**config.mk**
```make
export PLATFORM = sky130hd
export DESIGN_NAME = dcb_lane_codec
export DESIGN_NICKNAME = d
export VERILOG_FILES = /design/src/rtl/dcb_pkg.sv /design/src/rtl/dcb_popcount.sv /design/src/rtl/dcb_enc_core.sv /design/src/rtl/dcb_dec_core.sv /design/src/rtl/dcb_lane_codec.sv
export SDC_FILE = /design/constraint.sdc
export NUM_CORES = 1
export LEC_CHECK = 0
export BUFFER_PORTS_ARGS = -buffer_cell sky130_fd_sc_hd__buf_2
export CAP_MARGIN = 20
export CORE_ASPECT_RATIO = 1.5
export CORE_UTILIZATION = 53
export CTS_CLUSTER_SIZE = 16
export DETAILED_ROUTE_END_ITERATION = 12
export HOLD_SLACK_MARGIN = 0.12
export MAX_ROUTING_LAYER = met4
export PLACE_DENSITY = 0.8
export SKIP_LAST_GASP = 1
export SLEW_MARGIN = 15
export SYNTH_ARGS = -nofsm -noshare
export SYNTH_HDL_FRONTEND = slang
export SYNTH_SLANG_ARGS = --single-unit
```
**constraint.sdc**
```tcl
create_clock -name clk -period 6.3 [get_ports clk]
set_clock_uncertainty 0.05 [all_clocks]
set_input_delay 0.945 -clock clk [delete_from_list [all_inputs] [get_ports clk]]
set_output_delay 0.945 -clock clk [all_outputs]
set_load 0.02 [all_outputs]
```
**src/rtl/dcb_pkg.sv**
```systemverilog
package dcb_pkg;

    // Sign of the encoder running disparity
    typedef enum logic [1:0] {
        RDS_ZERO = 2'd0,
        RDS_POS  = 2'd1,
        RDS_NEG  = 2'd2
    } rd_state_e;

endpackage

```
**src/rtl/dcb_popcount.sv**
```systemverilog
module dcb_popcount #(
    parameter int W = 6,
    localparam int CNT_W = $clog2(W + 2)
) (
    input  logic [W-1:0]     bits_i,
    output logic [CNT_W-1:0] count_o
);

    logic [CNT_W-1:0] partial [W+1];

    assign partial[0] = '0;

    // Linear adder chain, one stage per input bit
    for (genvar g = 0; g < W; g++) begin : g_stage
        assign partial[g+1] = partial[g] + CNT_W'(bits_i[g]);
    end

    assign count_o = partial[W];

endmodule

```
**src/rtl/dcb_enc_core.sv**
```systemverilog
module dcb_enc_core
    import dcb_pkg::*;
#(
    parameter int DATA_W = 6
) (
    input  logic              clk,
    input  logic              rst_n,
    input  logic [DATA_W-1:0] din,
    input  logic              din_vld,
    output logic [DATA_W:0]   line,
    output logic              line_vld
);

    localparam int FRAME_W = DATA_W + 1;
    localparam int CNT_W   = $clog2(DATA_W + 2);
    localparam int RD_W    = CNT_W + 3;

    rd_state_e              state_q, state_d;
    logic signed [RD_W-1:0] rd_q, rd_d;
    logic [CNT_W-1:0]       ones;
    logic signed [RD_W-1:0] ones_s;
    logic signed [RD_W-1:0] disp_true;
    logic signed [RD_W-1:0] disp_sent;
    logic                   invert_c;
    logic [DATA_W:0]        line_q;
    logic                   line_vld_q;

    dcb_popcount #(.W(DATA_W)) u_cnt (
        .bits_i  (din),
        .count_o (ones)
    );

    // Disparity of the frame if sent true: flag 0 adds one zero
    always_comb begin
        ones_s    = signed'(RD_W'(ones));
        disp_true = (ones_s <<< 1) - signed'(RD_W'(FRAME_W));
    end

    // Polarity decision from the sign state
    always_comb begin
        unique case (state_q)
            RDS_ZERO: invert_c = 1'b0;
            RDS_POS:  invert_c = (disp_true > 0);
            RDS_NEG:  invert_c = (disp_true < 0);
            default:  invert_c = 1'b0;
        endcase
        disp_sent = invert_c ? -disp_true : disp_true;
    end

    // Next running disparity and next sign state
    always_comb begin
        state_d = state_q;
        rd_d    = rd_q;
        if (din_vld) begin
            rd_d = rd_q + disp_sent;
            if (rd_d > 0) begin
                state_d = RDS_POS;
            end else if (rd_d < 0) begin
                state_d = RDS_NEG;
            end else begin
                state_d = RDS_ZERO;
            end
        end
    end

    // State register
    always_ff @(posedge clk) begin
        if (!rst_n) begin
            state_q <= RDS_ZERO;
            rd_q    <= '0;
        end else begin
            state_q <= state_d;
            rd_q    <= rd_d;
        end
    end

    // Output register: one cycle latency, hold while idle
    always_ff @(posedge clk) begin
        if (!rst_n) begin
            line_q     <= '0;
            line_vld_q <= 1'b0;
        end else begin
            line_vld_q <= din_vld;
            if (din_vld) begin
                line_q <= {invert_c, din ^ {DATA_W{invert_c}}};
            end
        end
    end

    assign line     = line_q;
    assign line_vld = line_vld_q;

endmodule

```
**src/rtl/dcb_dec_core.sv**
```systemverilog
module dcb_dec_core #(
    parameter int DATA_W = 6
) (
    input  logic              clk,
    input  logic              rst_n,
    input  logic [DATA_W:0]   line,
    input  logic              line_vld,
    output logic [DATA_W-1:0] dout
);

    logic [DATA_W-1:0] restored;
    logic [DATA_W-1:0] hold_q;

    // Per-bit polarity restore against the flag bit
    for (genvar g = 0; g < DATA_W; g++) begin : g_bit
        assign restored[g] = line[g] ^ line[DATA_W];
    end

    always_ff @(posedge clk) begin
        if (!rst_n) begin
            hold_q <= '0;
        end else if (line_vld) begin
            hold_q <= restored;
        end
    end

    assign dout = line_vld ? restored : hold_q;

endmodule

```
**src/rtl/dcb_lane_codec.sv**
```systemverilog
module dcb_lane_codec #(
    parameter int DATA_W = 6
) (
    input  logic              clk,
    input  logic              rst_n,
    input  logic [DATA_W-1:0] enc_din,
    input  logic              enc_din_vld,
    output logic [DATA_W:0]   enc_line,
    output logic              enc_line_vld,
    input  logic [DATA_W:0]   dec_line,
    input  logic              dec_line_vld,
    output logic [DATA_W-1:0] dec_dout
);

    dcb_enc_core #(.DATA_W(DATA_W)) u_enc (
        .clk      (clk),
        .rst_n    (rst_n),
        .din      (enc_din),
        .din_vld  (enc_din_vld),
        .line     (enc_line),
        .line_vld (enc_line_vld)
    );

    dcb_dec_core #(.DATA_W(DATA_W)) u_dec (
        .clk      (clk),
        .rst_n    (rst_n),
        .line     (dec_line),
        .line_vld (dec_line_vld),
        .dout     (dec_dout)
    );

endmodule

```
== Yosys cells after proc, flatten, opt, wreduce, memory -nomap -nowiden ==
Cells that the tools add are included.
Cells by class
  $add $sub $neg: 8
  $lt $le $gt $ge: 4
  equality and inequality tests: 2
  multiplexer cells: 5
  bitwise logic cells: 7
Operators by type and width (count)
  2-to-1 mux 6 bit: 2
  adder 3 x 1 -> 3 bit: 3
  adder 6 bit: 1
  greater-than comparator 6 x 1 -> 1 bit, second input constant: 1
  less-than comparator 6 x 1 -> 1 bit, second input constant: 1
  negator 5 -> 6 bit: 1
  XOR 1 bit: 6
  XOR 6 bit: 1
  greater-than comparator 5 x 1 -> 1 bit, second input constant: 1
  less-than comparator 5 x 1 -> 1 bit, second input constant: 1
  subtractor 4 x 3 -> 5 bit, second input constant: 1
  2-to-1 mux 2 bit: 2
  adder 2 x 1 -> 3 bit: 1
  adder 1 x 1 -> 2 bit: 1
  == test 2 x 1 -> 1 bit, second input constant: 1
  == test 2 bit, second input constant: 1
  one-hot mux 1 bit (2 select lines): 1
Storage, ports and cells
  bits in registers: 22
  input port bits: 17
  output and inout port bits: 14
  logic and storage cells: 31

== Depth between registers and ports, before layout ==
  depth after elaboration: 13
  mapped depth: 15
  gate-level depth less buffers: 14

== Modules after synthesis ==
From an unflattened synthesis, not the netlist that was laid out.
Unflattened totals
  cell total of the unflattened synthesis: 155
  area total of the unflattened synthesis: 1315.0 um2
Modules (own cells, without submodules)
  dcb_enc_core: instances 1, cells each 107, area an instance 910.9 um2, seq. area each 300.3 um2
  dcb_dec_core: instances 1, cells each 39, area an instance 312.8 um2, seq. area each 120.1 um2
  dcb_popcount: instances 1, cells each 9, area an instance 91.3 um2, seq. area each 0.0 um2

== Least setup slack after synthesis ==
Ideal clock, no wire load.
  path kind: input -> register
  from: input port enc_din[0]
  to: register u_enc.state_q[0]
  library setup time: 0.096 ns
  data arrival time: 4.640 ns
  required time: 6.154 ns
  path slack: 1.514 ns
  cell stages on the path: 15
  path buffers: 1
  cells stage by stage: fa_1 -> inv_1 -> fa_1 -> inv_1 -> ha_1 -> fa_1 -> and3b_1 -> clkbuf_1 -> nor2_1 -> xnor2_1 -> ha_1 -> a211o_1 -> a311oi_2 -> nor3_1 -> o41ai_2
On the way
  cells in the longest elaborated chain, start to end: 12
  elaborated cells between the ends (all ways): 14
  those cells by class: add/sub: 8; order compare: 3; mux: 3
RTL lines
  start: declaration: line dcb_lane_codec.sv:6  | input logic [DATA_W-1:0] enc_din,
  adder 1 x 1 -> 2 bit (*): line dcb_popcount.sv:15  | assign partial[g+1] = partial[g] + CNT_W'(bits_i[g]);
  adder 2 x 1 -> 3 bit (*): line dcb_popcount.sv:15
  adder 3 x 1 -> 3 bit (*) (3 in a row): line dcb_popcount.sv:15
  subtractor 4 x 3 -> 5 bit (*): line dcb_enc_core.sv:36  | disp_true = (ones_s <<< 1) - signed'(RD_W'(FRAME_W));
  less-than comparator 5 x 1 -> 1 bit / greater-than comparator 5 x 1 -> 1 bit (equally long branches): line dcb_enc_core.sv:44, dcb_enc_core.sv:43
  one-hot mux 1 bit (2 select lines): line dcb_enc_core.sv:41  | unique case (state_q)
  2-to-1 mux 6 bit (*): line dcb_enc_core.sv:47  | disp_sent = invert_c ? -disp_true : disp_true;
  adder 6 bit (*): line dcb_enc_core.sv:55  | rd_d = rd_q + disp_sent;
  greater-than comparator 6 x 1 -> 1 bit (*): line dcb_enc_core.sv:56  | if (rd_d > 0) begin
  2-to-1 mux 2 bit (*): line dcb_enc_core.sv:56
  end signal: assignment: line dcb_enc_core.sv:72  | state_q <= state_d;
  end: declaration: line dcb_enc_core.sv:18  | rd_state_e state_q, state_d;
Every way passes the cells marked *; elsewhere a longest branch is shown, timed or not.
A chain may end at the register's enable or synchronous reset.

== Worst setup path in the final report ==
Ends and elaborated chain as after synthesis.

==> results.toml <==
[clock_tree]
postCtsSetupBuffers = 0
clk_path_buf_depth = 2
hold_buffers = 0
htree_levels = 1
clk_pin_slew_ps = 110
clock-root-buffer = "clkbuf_4"
cts_resized = 0
cts_tree = "yes"
clkLatencyLatePin_ps = 310
cts_sinks = 21
cts-buffers-inserted = 3

[timing]
finalCriticalPeriod_ps = 5130
finalSetupViolCount = 0
hold_violations = 0
finalCritPeriodShare_pct = 81.4
rsz0062_at_grt = "false"
setup_ws_ps = 1170
clock.fmax_mhz = 195
slew_viol_final = 0
worst_pin_slew_ps = 623
slew-limit-headroom_pct = 58.3
fin_tns_setup_ps = 0

[worst_setup_path]
r2r_end = "u_enc.state_q[0]"
worst_path_max_delay_cell = "nor3b_2"
path_cells = "buf_2 > fa_1 > inv_1 > fa_1 > inv_1 > ha_1 > fa_1 > nor3b_2 > nor2_1 > xnor2_1 > ha_1 > a211o_1 > a311oi_2 > nor3_1 > o41ai_2"
slowest_delay_ps = 560
crit_arrival_ps = 5290
reg2reg_depth = 8
path_class = "input port to flip-flop"
crit_fanout = 13
end_kind = "flip-flop"
r2r_slack_ps = 3220
cp_top_family = "adder cells"
worst_ep_required_time_ps = 6460
crit_buf_inv = 3
startpoint_type = "input port"
r2r-start = "u_enc.rd_q[5]"
crit_path_frequent_cell = "fa_1"

[placed_design]
dp_hpwl_mm = 1.92
dp_slack_ps = 993
port_buffers = 30
gp_congestion = 0.825

[route]
routed-via-count = 1119
drt_iter0_drc = 24
ant_nets = 0
totalWireLength_mm = 2.58
routedWlPerCell_um = 13.2
dr.pass1.iters = 4
vias_per_cell = 5.71
route.detailed.drc = 0

[job]
drv_cap = 0

[floorplan]
die_h_um = 62.9
die_w_um = 42.6
rows = 21
core_um2 = 2290
dieArea_um2 = 2680
initial_core_util_pct = 57.4
ios = 31

[power_and_ir_drop]
p_leak_uw = 0.000687
power_density_nw_per_um2 = 364
vdd.ir_drop.worst_mv = 0.243

[finish]
n_fill_cell = 214
area_delta_synth_final_pct = 12.9
diodes = 0
nNetsFinal = 201
layout-drive-gt1-share_pct = 22.5

[logic_synthesis]
synth_nets = 175
synth_flop_cell = "dfxtp_1"
yosysWarnings = 0
synth.top_cells.by_area = "dfxtp_1 32%, fa_1 6.1%, xnor2_1 6.0%"
synthMostInstantiatedCell = "dfxtp_1"
yosysTopAreaCellShare_pct = 32.0
ys_ff_latch = 21
synthTopCellsByCount = "21 x dfxtp_1, 10 x nand2b_1, 9 x a21boi_0, 9 x nand3_1, 9 x xnor2_1"
async_flop_share_pct = 0
syn_inst = 148
avgSynthCellArea_um2 = 8.87
synth_edf_count = 0
yosysTopAreaCell = "dfxtp_1"
syn-cell-area_um2 = 1310
yosysSeqAreaShare_pct = 32.0
yosysUniqueCellTypes = 37

[hold_path]
min_to = "u_enc.line[0]"
whs_path_depth = 2
hp-start = "u_enc.line[0]"
hold_path.class = "flip-flop to flip-flop"

[grt]
grt_first_pass_wirelength_mm = 4.27
grt_pass1_vias = 1011
grt-ovfl-total = 0
track_usage_pct = 21.1
grt_max_degree = 26
grt_antenna_before_repair = 0

[status]
status = "completed"
sequential cells by signal, indices dropped and copies added, names as in the netlist:
signal,cells
u_enc.state_q,1
u_dec.hold_q,6
u_enc.rd_q,6
u_enc.line,7
u_enc.line_vld,1
cells by family (layout without fill, tap and decap cells):
| logic type | after synthesis | count (layout) | share of synthesized area [%] |
|---|---|---|---|
| simple gates | 55 | 55 | 23.8 |
| xor+xnor | 10 | 10 | 6.67 |
| buf+inv | 15 | 40 | 4.48 |
| flops | 21 | 21 | 32.0 |
| fa+ha+maj | 10 | 10 | 11.8 |
| mux | 1 | 1 | 0.763 |
| compound gates | 36 | 36 | 20.4 |
stage by stage:
step | cell area [µm²] | hold WS, ps | std cells | utilization (%) | power [µW]
4_1_cts | 1480 | 434 | 196 | 64.8 | 543
5_1_grt | 1480 | 464 | 196 | 64.8 | 584
3_3_place_gp | 1460 | 411 | 192 | 63.7 | 460
6_report | 1480 | 434 | 196 | 64.8 | 539
3_5_place_dp | 1460 | 417 | 192 | 63.7 | 475
2_1_floorplan | 1310 | 410 | 148 | - | 413
tightest hold or removal path, cell delays in order, from the launching register on:
cell	delay [ps]
dfxtp_1	320
nand2b_1	60
a21boi_0	70
where the power goes:
part / internal, µW / total, µW / switching, µW
logic: 131 / 297 / 166
clock network: 24.7 / 64.4 / 39.7
registers: 158 / 178 / 19.8
total: 314 / 539 / 226
how the worst max path moves through the flow:
stage | slack (ps) | start | end | cells past startpoint
global placement | 1150 | enc_din[0] | u_enc.state_q[0] | 15
floorplan | 1510 | enc_din[0] | u_enc.state_q[0] | 15
detailed placement | 990 | enc_din[0] | u_enc.state_q[0] | 15
CTS | 1210 | enc_din[0] | u_enc.state_q[0] | 15
finish | 1170 | enc_din[0] | u_enc.state_q[0] | 15
global route | 950 | enc_din[0] | u_enc.state_q[0] | 15
metal layers:
| layer | vias up | share of wire, % | GRT usage [%] |
|---|---|---|---|
| met3 | 10 | 5.0 | 3.47 |
| li1 | 565 | - | - |
| met4 | 0 | 3.5 | 10.2 |
| met5 | - | 0 | - |
| met2 | 41 | 53 | 37.9 |
| met1 | 503 | 38 | 21.3 |
cell usage in the layout, fill, tap and decap left out, types with 2 or more instances in the layout:
master,Yosys,final
inv_1,6,6
a21boi_0,9,9
nand2_1,4,4
dfxtp_1,21,21
and2_1,7,7
or3_1,7,7
ha_1,6,6
nand3_1,9,9
o21ai_0,8,8
buf_2,1,30
fa_1,4,4
nand2b_1,10,10
nor2_1,8,8
xnor2_1,9,9
nor3_1,2,2
a211oi_1,2,2
clkbuf_4,0,3
o211a_1,2,2
nand3b_1,3,3
a21oi_1,6,6
final cells by class:
| cell class | instances | area (µm²) | share of cell area, % |
|---|---|---|---|
| clock buffers | 4 | 26.3 | 1.77 |
| well taps | 23 | 28.8 | 1.94 |
| inverters | 6 | 22.5 | 1.52 |
| repair buffers | 30 | 150 | 10.1 |
| multi-input cells | 112 | 833 | 56.3 |
| flip-flops and latches | 21 | 420 | 28.4 |
Note: power is estimated with default switching activity, not from simulation.
